<file path="config.mk">
export PLATFORM = sky130hd
export DESIGN_NAME = dreq_serial_encoder
export DESIGN_NICKNAME = d
export VERILOG_FILES = /design/src/rtl/ldrq_enc_pkg.sv /design/src/rtl/ldrq_chan_track.sv /design/src/rtl/ldrq_prio_pick.sv /design/src/rtl/ldrq_frame_shifter.sv /design/src/rtl/dreq_serial_encoder.sv
export SDC_FILE = /design/constraint.sdc
export NUM_CORES = 1
export LEC_CHECK = 0
export BUFFER_PORTS_ARGS = -buffer_cell sky130_fd_sc_hd__buf_4
export CAP_MARGIN = 20
export CORE_MARGIN = 4
export CORE_UTILIZATION = 56
export CTS_BUF_LIST = sky130_fd_sc_hd__clkbuf_4
export CTS_CLUSTER_DIAMETER = 200
export DETAILED_ROUTE_END_ITERATION = 10
export GPL_TIMING_DRIVEN = 0
export PLACE_DENSITY = 0.78
export SKIP_LAST_GASP = 1
export SYNTH_ARGS = -nofsm -noshare
export SYNTH_HDL_FRONTEND = slang
export SYNTH_SLANG_ARGS = --single-unit
</file>
<file path="constraint.sdc">
create_clock -name clk -period 1.5 [get_ports clk]
set_input_delay 0.075 -clock clk [delete_from_list [all_inputs] [get_ports clk]]
set_output_delay 0.075 -clock clk [all_outputs]
set_load 0.01 [all_outputs]
</file>
<file path="src/rtl/ldrq_enc_pkg.sv">
`timescale 1ns/1ps
package ldrq_enc_pkg;
  localparam int unsigned FIELD_W   = 3;
  localparam int unsigned FRAME_LEN = 6;
  localparam int unsigned IDX_W     = 3;

  // Serial value of one frame position: start, channel msb..lsb, level, stop.
  function automatic logic frame_bit(input logic [FIELD_W-1:0] ch,
                                     input logic lvl,
                                     input logic [IDX_W-1:0] idx);
    logic b;
    case (idx)
      3'd0:    b = 1'b0;
      3'd1:    b = ch[2];
      3'd2:    b = ch[1];
      3'd3:    b = ch[0];
      3'd4:    b = lvl;
      default: b = 1'b1;
    endcase
    return b;
  endfunction

  // The counter is loaded at the stop bit and released when it reaches zero.
  function automatic int unsigned gap_reload(input int unsigned gap_clks);
    return (gap_clks == 0) ? 0 : gap_clks - 1;
  endfunction
endpackage

</file>
<file path="src/rtl/ldrq_chan_track.sv">
`timescale 1ns/1ps
module ldrq_chan_track #(
  parameter int unsigned GAP_CLKS = 4,
  parameter int unsigned GAP_W    = 3
) (
  input  logic clk,
  input  logic rst_n,
  input  logic req,
  input  logic reissue,
  input  logic start,
  input  logic active,
  input  logic done,
  input  logic sent_lvl,
  output logic pending,
  output logic eligible,
  output logic reported
);
  import ldrq_enc_pkg::*;
  localparam logic [GAP_W-1:0] RELOAD = GAP_W'(gap_reload(GAP_CLKS));

  logic [GAP_W-1:0] gap_cnt;
  logic             rflag;
  logic             in_gap;

  assign in_gap   = (gap_cnt != '0);
  assign pending  = (req != reported) | rflag;
  assign eligible = pending & ~in_gap & ~active;

  always_ff @(posedge clk) begin
    if (!rst_n) begin
      reported <= 1'b0;
      gap_cnt  <= '0;
    end else if (done) begin
      reported <= sent_lvl;
      gap_cnt  <= RELOAD;
    end else if (in_gap) begin
      gap_cnt  <= gap_cnt - 1'b1;
    end
  end

  always_ff @(posedge clk) begin
    if (!rst_n)              rflag <= 1'b0;
    else if (reissue && req) rflag <= 1'b1;
    else if (done)           rflag <= 1'b0;
  end

  a_r5_start_outside_gap: assert property (@(posedge clk) disable iff (!rst_n)
    start |-> !in_gap);
  a_r8_reissue_cleared_by_frame: assert property (@(posedge clk) disable iff (!rst_n)
    $fell(rflag) |-> $past(done));
  a_r9_reported_moves_on_done: assert property (@(posedge clk) disable iff (!rst_n)
    !done |=> $stable(reported));
endmodule

</file>
<file path="src/rtl/ldrq_prio_pick.sv">
`timescale 1ns/1ps
module ldrq_prio_pick #(
  parameter int unsigned NUM_CH = 4
) (
  input  logic              clk,
  input  logic              rst_n,
  input  logic [NUM_CH-1:0] elig,
  output logic [NUM_CH-1:0] grant,
  output logic              any
);
  logic [NUM_CH-1:0] lower_ready;

  assign lower_ready[0] = 1'b0;
  for (genvar i = 1; i < NUM_CH; i++) begin : g_prefix
    assign lower_ready[i] = lower_ready[i-1] | elig[i-1];
  end

  assign grant = elig & ~lower_ready;
  assign any   = |elig;

  a_r6_single_grant: assert property (@(posedge clk) disable iff (!rst_n)
    $onehot0(grant));
  a_r6_grant_when_ready: assert property (@(posedge clk) disable iff (!rst_n)
    any |-> (grant != '0));
  for (genvar i = 1; i < NUM_CH; i++) begin : g_prio_chk
    a_r6_lowest_first: assert property (@(posedge clk) disable iff (!rst_n)
      grant[i] |-> (elig[i-1:0] == '0));
  end
endmodule

</file>
<file path="src/rtl/ldrq_frame_shifter.sv">
`timescale 1ns/1ps
module ldrq_frame_shifter #(
  parameter int unsigned CH_W = 2
) (
  input  logic            clk,
  input  logic            rst_n,
  input  logic            load,
  input  logic [CH_W-1:0] load_ch,
  input  logic            load_lvl,
  output logic            ser_n,
  output logic            busy,
  output logic            last,
  output logic [CH_W-1:0] cur_ch,
  output logic            cur_lvl
);
  import ldrq_enc_pkg::*;
  localparam logic [IDX_W-1:0] LAST_IDX = IDX_W'(FRAME_LEN - 1);

  logic [IDX_W-1:0] idx;

  assign last  = busy && (idx == LAST_IDX);
  assign ser_n = busy ? frame_bit(FIELD_W'(cur_ch), cur_lvl, idx) : 1'b1;

  always_ff @(posedge clk) begin
    if (!rst_n) begin
      busy    <= 1'b0;
      idx     <= '0;
      cur_ch  <= '0;
      cur_lvl <= 1'b0;
    end else if (load) begin
      busy    <= 1'b1;
      idx     <= '0;
      cur_ch  <= load_ch;
      cur_lvl <= load_lvl;
    end else if (last) begin
      busy    <= 1'b0;
      idx     <= '0;
    end else if (busy) begin
      idx     <= idx + 1'b1;
    end
  end

  a_r2_idle_high: assert property (@(posedge clk) disable iff (!rst_n)
    !busy |-> ser_n);
  a_r1_start_low: assert property (@(posedge clk) disable iff (!rst_n)
    (busy && idx == '0) |-> !ser_n);
  a_r1_stop_high: assert property (@(posedge clk) disable iff (!rst_n)
    last |-> ser_n);
  a_r4_back_to_back: assert property (@(posedge clk) disable iff (!rst_n)
    (last && load) |=> (busy && !ser_n));
endmodule

</file>
<file path="src/rtl/dreq_serial_encoder.sv">
`timescale 1ns/1ps
module dreq_serial_encoder #(
  parameter int unsigned NUM_CH   = 4,
  parameter int unsigned GAP_CLKS = 4
) (
  input  logic              clk,
  input  logic              rst_n,
  input  logic [NUM_CH-1:0] req_in,
  input  logic [NUM_CH-1:0] reissue_in,
  output logic              dreq_ser_n
);
  localparam int unsigned CH_W  = (NUM_CH > 1) ? $clog2(NUM_CH) : 1;
  localparam int unsigned GAP_W = (GAP_CLKS > 1) ? $clog2(GAP_CLKS + 1) : 1;

  logic [NUM_CH-1:0] pending, eligible, reported, grant, done_v, active_v, start_v;
  logic              any_ready, can_load, load;
  logic              busy, last, cur_lvl, pick_lvl;
  logic [CH_W-1:0]   cur_ch, pick_ch;

  ldrq_prio_pick #(.NUM_CH(NUM_CH)) u_pick (
    .clk(clk), .rst_n(rst_n), .elig(eligible), .grant(grant), .any(any_ready)
  );

  assign can_load = !busy || last;
  assign load     = any_ready && can_load;

  always_comb begin
    pick_ch  = '0;
    pick_lvl = 1'b0;
    for (int i = 0; i < NUM_CH; i++) begin
      if (grant[i]) begin
        pick_ch  = CH_W'(i);
        pick_lvl = req_in[i];
      end
    end
  end

  ldrq_frame_shifter #(.CH_W(CH_W)) u_shift (
    .clk(clk), .rst_n(rst_n), .load(load), .load_ch(pick_ch), .load_lvl(pick_lvl),
    .ser_n(dreq_ser_n), .busy(busy), .last(last), .cur_ch(cur_ch), .cur_lvl(cur_lvl)
  );

  for (genvar i = 0; i < NUM_CH; i++) begin : g_chan
    assign active_v[i] = busy && (cur_ch == CH_W'(i));
    assign done_v[i]   = last && (cur_ch == CH_W'(i));
    assign start_v[i]  = load && grant[i];

    ldrq_chan_track #(.GAP_CLKS(GAP_CLKS), .GAP_W(GAP_W)) u_trk (
      .clk(clk), .rst_n(rst_n), .req(req_in[i]), .reissue(reissue_in[i]),
      .start(start_v[i]), .active(active_v[i]), .done(done_v[i]), .sent_lvl(cur_lvl),
      .pending(pending[i]), .eligible(eligible[i]), .reported(reported[i])
    );
  end

  a_r2_quiet_without_work: assert property (@(posedge clk) disable iff (!rst_n)
    (pending == '0) |-> !load);
  a_r3_idle_starts_next: assert property (@(posedge clk) disable iff (!rst_n)
    (!busy && any_ready) |=> !dreq_ser_n);
endmodule

</file>
==> run summary, run 1 <==
status: finished, violations left
failing checks: negative setup slack
gpl congestion: 0.8079
unique cell type count in the Yosys netlist: 43
most frequent cells after synthesis: dfxtp_1, inv_1, ha_1, o21a_1
power share of the combinational group: 0.626
Clk pwr share: 0.088
Vias per Instance: 5.752
gr usage total: 0.2114
routed length per instance: 16.29 um
Worst Hold End: g_chan[1].u_trk.rflag
pin count of the biggest net entering global routing: 15
final worst setup slack: -0.2148 ns
total power: 3.920 mW
number of synthesized flops with an enable pin: 0
Worst-path clk slew: 0.15 ns
Nets: 231
Area growth syn-to-layout: 34.91%
setup violators final: 8
TritonCTS Buffers: 3
first-pass GRT wire length: 5.816 mm
RSZ-0062 raised after global routing: yes
Hold WS: 0.0006902 ns
most common cell in the netlist: dfxtp_1
Async S/R FF share, synth: 0
Layout Skew: 0.01156 ns
Critical Path Start Type: register
CTS tree: built
First-pass DRT Iterations: 4
Worst Hold Depth: 3
syn_area_per_cell: 9.542 um2
Synth Register Bits: 27
Syn. warnings: 0
clk root buf: clkbuf_4
final design utilization: 0.7817
initial antenna violation count: 0
dpl hpwl: 2.390 mm
hold_sp: req_in[1]
clock latency at the later pin of the worst-skew pair: 0.34 ns
initial drt markers: 70
synth top area cells: dfxtp_1, ha_1, mux2i_1
Pint: 2.405 mW
Reg2Reg Setup Slack: -0.21 ns
top_reg_cell synth: dfxtp_1
Hold Crit Class: in2reg
Slew headroom: 0.6478
final hold violation count: 0
Inserted Diodes: 0
cells after synthesis: 166
share of cells above drive strength 1: 0.4348
switching share of power: 0.3864
Reg2Reg Launch Point: g_chan[1].u_trk.gap_cnt[0]
register area share after synthesis: 0.3412
max cap viols: 0
core area: 0.002734 mm2
switching power: 1.514 mW
endpoint kind of the worst setup timing path: register
Port Buffer Count: 10
site row count: 19
post-synth top area share: 0.3412
R2R Path End: u_shift.cur_lvl
DIE AREA: 0.003744 mm2
Max Buffers Root-to-Sink: 2
Die Y: 61.19 um
Worst Path Max Fanout: 3
Arr. time, crit path: 2.00 ns
highest clock rate: 583.2 MHz
Initial Utilization: 0.5794
Worst R2R Path Depth: 7
PwrDens: 1834 mW/mm2
H-tree lvl count: 1
Synth area leader: dfxtp_1
Worst Path Required: 1.79 ns
Pleak: 0.8648 nW
Fill cells: 166
Flop pwr share: 0.285
DRC viols: 0
Antenna Nets Post-Route: 0
DIE WIDTH: 61.19 um
Mapped Area: 0.001584 mm2
CP Class: reg2reg
Peak supply drop: 1.447 mV
# IOs: 11
WL final: 3.878 mm
Syn Nets: 189
clock sink total: 27
global route overflow: 0
Via Count: 1369
Min Clock Period, post-route: 1.715 ns
vias in the first global route: 1375
Slew Viols, Final: 0
period utilization: 1.143
Worst Max-Slew Pin Slew: 0.5283 ns
[cell type report]
type / count / area [um2] / share of cell area
flip-flops and latches: 27 / 554.3 / 0.2594
repair buffers: 37 / 304.0 / 0.1423
multi-input cells: 121 / 1119 / 0.5234
well taps: 31 / 38.79 / 0.01815
plain buffers: 4 / 33.78 / 0.01581
clock buffers: 4 / 30.03 / 0.01405
inverters: 14 / 57.56 / 0.02693
[how the worst max path moves through the flow]
stage | cells past startpoint | endpoint | slack (ns) | start
after floorplan | 7 | u_shift.cur_lvl | -0.08 | g_chan[1].u_trk.gap_cnt[0]
after global placement | 7 | u_shift.cur_lvl | -0.20 | g_chan[1].u_trk.gap_cnt[0]
after detailed placement | 7 | u_shift.cur_lvl | -0.23 | g_chan[1].u_trk.gap_cnt[0]
after CTS | 7 | u_shift.cur_lvl | -0.21 | g_chan[1].u_trk.gap_cnt[0]
after global routing | 8 | u_shift.idx[2] | -0.27 | g_chan[1].u_trk.gap_cnt[0]
final | 7 | u_shift.cur_lvl | -0.21 | g_chan[1].u_trk.gap_cnt[0]
[power groups by stage]
stage	sequential, mW	clock (mW)	combinational (mW)
floorplan	1.05	0	1.31
global placement	1.08	0	1.50
detailed placement	1.09	0	1.61
CTS	1.09	0.344	2.03
global route	1.14	0.389	2.69
finish	1.12	0.347	2.45
[stage by stage]
stage / area, um2 / setup TNS, ns / setup WS (ns) / cells
floorplan: 1589 / -0.08884 / -0.08233 / 166
global placement: 1703 / -0.3722 / -0.1973 / 207
detailed placement: 1703 / -0.6924 / -0.2286 / 207
CTS: 1944 / -0.7151 / -0.2082 / 228
global route: 2137 / -1.593 / -0.2709 / 238
finish: 2137 / -1.057 / -0.2148 / 238
[registers in the layout, summed over array words and instances, names as in the netlist]
signal and count:
u_shift.cur_lvl 1, g_chan.u_trk.rflag 4, u_shift.busy 1, u_shift.cur_ch 2
g_chan.u_trk.reported 4, u_shift.idx 3, g_chan.u_trk.gap_cnt 12
[cell families (layout without fill, tap and decap cells)]
group | after synthesis | in the layout | share of synthesized area
flops | 27 | 27 | 0.3412
compound gates | 40 | 40 | 0.2006
mux | 9 | 9 | 0.05687
fa+ha+maj | 13 | 13 | 0.1027
buf+inv | 18 | 59 | 0.05449
xor+xnor | 8 | 8 | 0.04423
simple gates | 51 | 51 | 0.1998
[what timing repair did]
item	in CTS	in global routing
hold buffers	2	1
endpoints found under the hold margin	2	1
setup buffers	15	9
endpoints found under the setup margin	11	26
pin swaps	11	12
resized for setup	19	31
[cell usage in the layout, fill, tap and decap left out, drive strengths merged, types with 3 or more instances in the layout]
cell type,count
nand3,3
a21boi,6
nand2b,3
nor2,10
o21ai,9
dlygate4sd3,3
nor2b,3
o21a,11
nor3,5
inv,14
nor3b,4
nand2,11
dfxtp,27
buf,36
xor2,4
and2b,4
xnor2,4
clkbuf,6
and2,4
ha,13
mux2i,9
[worst max-delay path: stages (launching register included)]
cell and delay [ns]:
dfxtp_2 0.37, inv_2 0.05, ha_4 0.15, and2b_2 0.21, o211a_1 0.13, or3_4 0.38
a31oi_4 0.17, o221a_1 0.19
[layer usage]
| metal | routed length, um | vias up | GRT usage |
|---|---|---|---|
| met5 | 0 | - | 0 |
| met4 | 122 | 0 | 0.09907 |
| met3 | 119 | 13 | 0.03774 |
| met2 | 2155 | 29 | 0.3822 |
| met1 | 1482 | 668 | 0.2382 |
| li1 | - | 659 | - |
(Power assumes the default switching activity.)
==> run 2, diff against run 1 <==
--- a/config.mk
+++ b/config.mk
@@ -10,9 +10,10 @@
 export CORE_MARGIN = 4
 export CORE_UTILIZATION = 56
 export CTS_BUF_LIST = sky130_fd_sc_hd__clkbuf_4
-export CTS_CLUSTER_DIAMETER = 200
+export CTS_CLUSTER_DIAMETER = 80
 export DETAILED_ROUTE_END_ITERATION = 10
 export GPL_TIMING_DRIVEN = 0
+export MAX_ROUTING_LAYER = met4
 export PLACE_DENSITY = 0.78
 export SKIP_LAST_GASP = 1
 export SYNTH_ARGS = -nofsm -noshare
==> run summary, run 2 (synthesized netlist as in run 1, its figures left out) <==
pre-CTS setup slack: -0.2286 ns
PwrDens: 1834 mW/mm2
Fill cells: 166
gpl congestion: 0.8198
RSZ-0062 raised after global routing: yes
Worst R2R Path Depth: 7
site row count: 19
gr usage total: 0.2180
final design utilization: 0.7817
clock latency at the later pin of the worst-skew pair: 0.34 ns
Reg2Reg Launch Point: g_chan[1].u_trk.gap_cnt[0]
CP max-delay cell: or3_4
CTS tree: built
Antenna Nets Post-Route: 0
clk root buf: clkbuf_4
Area growth syn-to-layout: 34.91%
Pleak: 0.8648 nW
DR WL met2: 2.145 mm
setup violators final: 8
R2R Path End: u_shift.cur_lvl
Worst-path clk slew: 0.15 ns
Nets: 231
max cap viols: 0
Initial Utilization: 0.5794
vias in the first global route: 1375
core area: 0.002734 mm2
Min Clock Period, post-route: 1.712 ns
DIE WIDTH: 61.19 um
Port Buffer Count: 10
share of cells above drive strength 1: 0.4348
endpoint kind of the worst setup timing path: register
TritonCTS Buffers: 3
Crit path largest cell delay: 0.38 ns
final worst setup slack: -0.2122 ns
wire length on met1: 1.491 mm
H-tree lvl count: 1
Largest Register: g_chan.u_trk.gap_cnt
max reg flops: 12
first-pass GRT wire length: 5.816 mm
Peak supply drop: 1.448 mV
Die Y: 61.19 um
Worst Path Max Fanout: 3
Worst Path Required: 1.79 ns
routed length per instance: 16.25 um
most frequent cells in the layout: buf_4, dfxtp_1, o21a_1
initial antenna violation count: 0
DIE AREA: 0.003744 mm2
dpl hpwl: 2.390 mm
Hold WS: 0.001478 ns
Inserted Diodes: 0
critical-path cell list: inv_2 > ha_4 > and2b_2 > o211a_1 > or3_4 > a31oi_4 > o221a_1
DRC viols: 0
Worst Max-Slew Pin Slew: 0.5299 ns
CP Capture Point: u_shift.cur_lvl
Regs by FF count: g_chan.u_trk.gap_cnt: 12 flops, g_chan.u_trk.reported: 4 flops, g_chan.u_trk.rflag: 4 flops
Critical Path Start Type: register
failing checks: negative setup slack
Max Buffers Root-to-Sink: 2
Slew headroom: 0.6467
Fin Setup TNS: -1.079 ns
initial drt markers: 54
FF/Latch Area: 554.3 um2
Vias per Instance: 5.710
Hold Crit Class: in2reg
CP Class: reg2reg
area occupied by multi-input gates: 0.001119 mm2
First-pass DRT Iterations: 4
pin count of the biggest net entering global routing: 15
period utilization: 1.141
highest clock rate: 584.0 MHz
commonest non-fill, non-tap cell in the layout: buf_4
Arr. time, crit path: 2.00 ns
Slew Viols, Final: 0
clock sink total: 27
Crit. Startpoint: g_chan[1].u_trk.gap_cnt[0]
Reg2Reg Setup Slack: -0.21 ns
status: finished, violations left
Layout Skew: 0.01036 ns
# IOs: 11
WL final: 3.868 mm
met3 wire len: 110 um
final hold violation count: 0
Top Metal Used: met4
global route overflow: 0
Via Count: 1359
==> run 2: cell counts in the layout (fill, tap and decap cells not counted) <==
Identical to the previous run, type by type.
==> run 2: area by class of cell <==
| cell class | instances | share of cell area |
|---|---|---|
| flip-flops and latches | 27 | 0.2594 |
| inverters | 14 | 0.02693 |
| clock buffers | 4 | 0.01405 |
| repair buffers | 37 | 0.1423 |
| multi-input cells | 121 | 0.5234 |
| well taps | 31 | 0.01815 |
| plain buffers | 4 | 0.01581 |
==> run 2: repair_timing <==
action / in CTS / in global routing
hold buffers: 2 / 1
gates resized for setup: 19 / 31
pin swaps: 11 / 12
endpoints found under the setup margin: 11 / 26
setup buffers: 15 / 9
hold endpoints to repair: 2 / 1
==> run 2: metal layers <==
| metal | vias to the layer above | global-route usage |
|---|---|---|
| met5 | - | - |
| met4 | 0 | 0.09907 |
| met3 | 11 | 0.03354 |
| met2 | 24 | 0.3822 |
| met1 | 663 | 0.2407 |
| li1 | 661 | - |
==> run 2: through the flow <==
stage | power [mW] | instance area, um2 | instances
2_1_floorplan | 2.361 | 1589 | 166
3_3_place_gp | 2.577 | 1703 | 207
3_5_place_dp | 2.702 | 1703 | 207
4_1_cts | 3.458 | 1944 | 228
5_1_grt | 4.220 | 2137 | 238
6_report | 3.919 | 2137 | 238
==> run 2: worst min-delay path by stage <==
stage,startpoint,to,slack (ns),cells past startpoint
floorplan,req_in[2],g_chan[2].u_trk.rflag,0.22,2
global placement,reissue_in[1],g_chan[1].u_trk.rflag,0.35,3
detailed placement,reissue_in[2],g_chan[2].u_trk.rflag,0.36,3
CTS,reissue_in[3],g_chan[3].u_trk.rflag,0.004,3
global route,reissue_in[0],g_chan[0].u_trk.rflag,-0.001,3
finish,req_in[1],g_chan[1].u_trk.rflag,0.001,3
==> run 2: where the power goes <==
part / total, mW / switching [mW] / internal (mW)
clock: 0.344 / 0.221 / 0.123
sequential: 1.12 / 0.181 / 0.938
combinational: 2.46 / 1.11 / 1.34
total: 3.92 / 1.51 / 2.40
==> run 2: worst max-delay path, delay by kind of cell, from the launching register on <==
kind	cells	cell delay (ns)
AO/OA/AOI/OAI	3	0.49
flip-flops	1	0.37
buffers and inverters	1	0.05
AND/OR/NAND/NOR	2	0.59
adder cells (fa/ha/maj)	1	0.15
==> run 3, diff against run 2 <==
--- a/config.mk
+++ b/config.mk
@@ -8,13 +8,13 @@
 export BUFFER_PORTS_ARGS = -buffer_cell sky130_fd_sc_hd__buf_4
 export CAP_MARGIN = 20
 export CORE_MARGIN = 4
-export CORE_UTILIZATION = 56
+export CORE_UTILIZATION = 62
 export CTS_BUF_LIST = sky130_fd_sc_hd__clkbuf_4
 export CTS_CLUSTER_DIAMETER = 80
 export DETAILED_ROUTE_END_ITERATION = 10
 export GPL_TIMING_DRIVEN = 0
 export MAX_ROUTING_LAYER = met4
-export PLACE_DENSITY = 0.78
+export PLACE_DENSITY = 0.82
 export SKIP_LAST_GASP = 1
 export SYNTH_ARGS = -nofsm -noshare
 export SYNTH_HDL_FRONTEND = slang
==> constraint.sdc (replaced) <==
create_clock -name clk -period 1.62 [get_ports clk]
set_input_delay 0.081 -clock clk [delete_from_list [all_inputs] [get_ports clk]]
set_output_delay 0.081 -clock clk [all_outputs]
set_load 0.01 [all_outputs]
==> run summary, run 3 (synthesized netlist as in run 1, its figures left out) <==
clock latency at the later pin of the worst-skew pair: 0.33 ns
share of cells above drive strength 1: 0.3037
Largest Register: g_chan.u_trk.gap_cnt
Fin Setup TNS: -0.1231 ns
Slew Viols, Final: 0
Hold Crit Class: in2reg
Placement Cell Area: 0.001698 mm2
CP max-delay cell: dfxtp_2
max cap viols: 0
switching power: 1.195 mW
Critical Path Start Type: register
Slew headroom: 0.6496
Min Clock Period, post-route: 1.701 ns
TritonCTS Buffers: 3
Crit path largest cell delay: 0.37 ns
area occupied by multi-input gates: 0.001016 mm2
pin count of the biggest net entering global routing: 16
most frequent cells in the layout: dfxtp_1, buf_4, inv_1, o21a_1, nor2_1
DRC viols: 0
# IOs: 11
gpl congestion: 0.8279
Via Count: 1272
Fill cells: 182
Worst Path Required: 1.91 ns
final worst setup slack: -0.08130 ns
CP Class: reg2reg
Peak supply drop: 1.163 mV
critical-path cell list: inv_2 > ha_4 > and2b_2 > o211a_1 > or3_1 > a31oi_1 > o221a_1
Area growth syn-to-layout: 18.88%
site row count: 18
Arr. time, crit path: 1.99 ns
Initial Utilization: 0.6453
gr usage total: 0.2029
Inserted Diodes: 0
first-pass GRT wire length: 5.209 mm
H-tree lvl count: 1
clk root buf: clkbuf_4
kind of cell adding the most delay to the critical path: simple AND/OR/NAND/NOR gates
PwrDens: 1626 mW/mm2
vias in the first global route: 1268
initial antenna violation count: 0
Die Y: 58.55 um
failing checks: negative setup slack
First-pass DRT Iterations: 4
final hold violation count: 0
Clk pwr share: 0.098
status: finished, violations left
Nets: 215
Worst Max-Slew Pin Slew: 0.5256 ns
design area: 0.001883 mm2
Worst Path Max Fanout: 4
Antenna Nets Post-Route: 0
clock sink total: 27
WL final: 3.209 mm
Regs by FF count: g_chan.u_trk.gap_cnt: 12 flops, g_chan.u_trk.reported: 4 flops, g_chan.u_trk.rflag: 4 flops
switching share of power: 0.3902
CTS tree: built
Pint: 1.867 mW
RSZ-0062 raised after global routing: yes
Buf/Inv on CP: 1
max reg flops: 12
period utilization: 1.050
setup violators final: 3
power share of the combinational group: 0.575
DIE AREA: 0.003428 mm2
core area: 0.002455 mm2
Worst-path clk slew: 0.15 ns
endpoint kind of the worst setup timing path: register
Pleak: 0.7732 nW
Layout Skew: 0.004228 ns
Port Buffer Count: 10
FF/Latch Area: 549.3 um2
DIE WIDTH: 58.55 um
Vias per Instance: 5.756
Flop pwr share: 0.328
commonest non-fill, non-tap cell in the layout: dfxtp_1
highest clock rate: 587.8 MHz
dpl hpwl: 2.241 mm
initial drt markers: 33
global route overflow: 0
Max Buffers Root-to-Sink: 2
routed length per instance: 14.52 um
run 3: changes by cell type in the layout (fill, tap and decap cells not counted), moves of 4 or more:
cell,delta
buf_4,-11
dfxtp_1,+4
buf_6,-4
inv_1,+4
dfxtp_2,-4
run 3: worst register-to-register path, delay by kind of cell, from the launching register on:
kind                       cells  cell delay, ns
buffers and inverters          1            0.06
and+or+nand+nor                2            0.57
adders and majority gates      1            0.15
DFF                            1            0.37
AOI/OAI and AO/OA              3            0.51
run 3: cell type report:
type / count / share of cell area
plain buffers: 4 / 0.01794
clock buffers: 3 / 0.01196
clock inverters: 1 / 0.002658
inverters: 14 / 0.02791
multi-input cells: 121 / 0.5395
flip-flops and latches: 27 / 0.2917
well taps: 30 / 0.01993
repair buffers: 21 / 0.08837
run 3: worst paths after layout:
kind | from | end | slack, ns | cells past startpoint
max | g_chan[1].u_trk.gap_cnt[0] | u_shift.cur_lvl | -0.08 | 7
min | reissue_in[0] | g_chan[0].u_trk.rflag | 0.007 | 3
max reg2reg | g_chan[1].u_trk.gap_cnt[0] | u_shift.cur_lvl | -0.08 | 7
min reg2reg | g_chan[2].u_trk.rflag | g_chan[2].u_trk.rflag | 0.52 | 2
run 3: power by group through the flow:
stage / Clock, mW / Sequential (mW) / Combinational [mW]
4_1_cts: 0.301 / 0.992 / 1.61
2_1_floorplan: 0 / 0.967 / 1.21
3_3_place_gp: 0 / 0.990 / 1.38
6_report: 0.299 / 1.00 / 1.76
5_1_grt: 0.327 / 1.02 / 1.95
3_5_place_dp: 0 / 1.00 / 1.46
run 3: timing repair:
item | in CTS | in global routing
pin swaps | 7 | 10
hold endpoints to repair | 2 | 0
setup endpoints to repair | 5 | 10
hold buffers | 2 | 0
setup buffers | 5 | 4
resized for setup | 6 | 16
run 3: metal layers:
layer / vias up / global-route usage / routed length [um]
met5: - / - / 0
met4: 0 / 0.1126 / 83
met3: 8 / 0.02851 / 126
met2: 31 / 0.3461 / 1605
met1: 599 / 0.2260 / 1393
li1: 634 / - / -
run 3: through the flow:
stage	setup slack (ns)	power (mW)	hold WS, ns	cells	util
global placement	-0.06197	2.373	0.3527	206	0.6916
global route	-0.1314	3.304	0.002536	221	0.7671
detailed placement	-0.1229	2.461	0.3625	206	0.6916
floorplan	0.006137	2.180	0.2283	166	-
CTS	-0.04762	2.899	0.008937	217	0.7288
finish	-0.08130	3.062	0.007176	221	0.7671
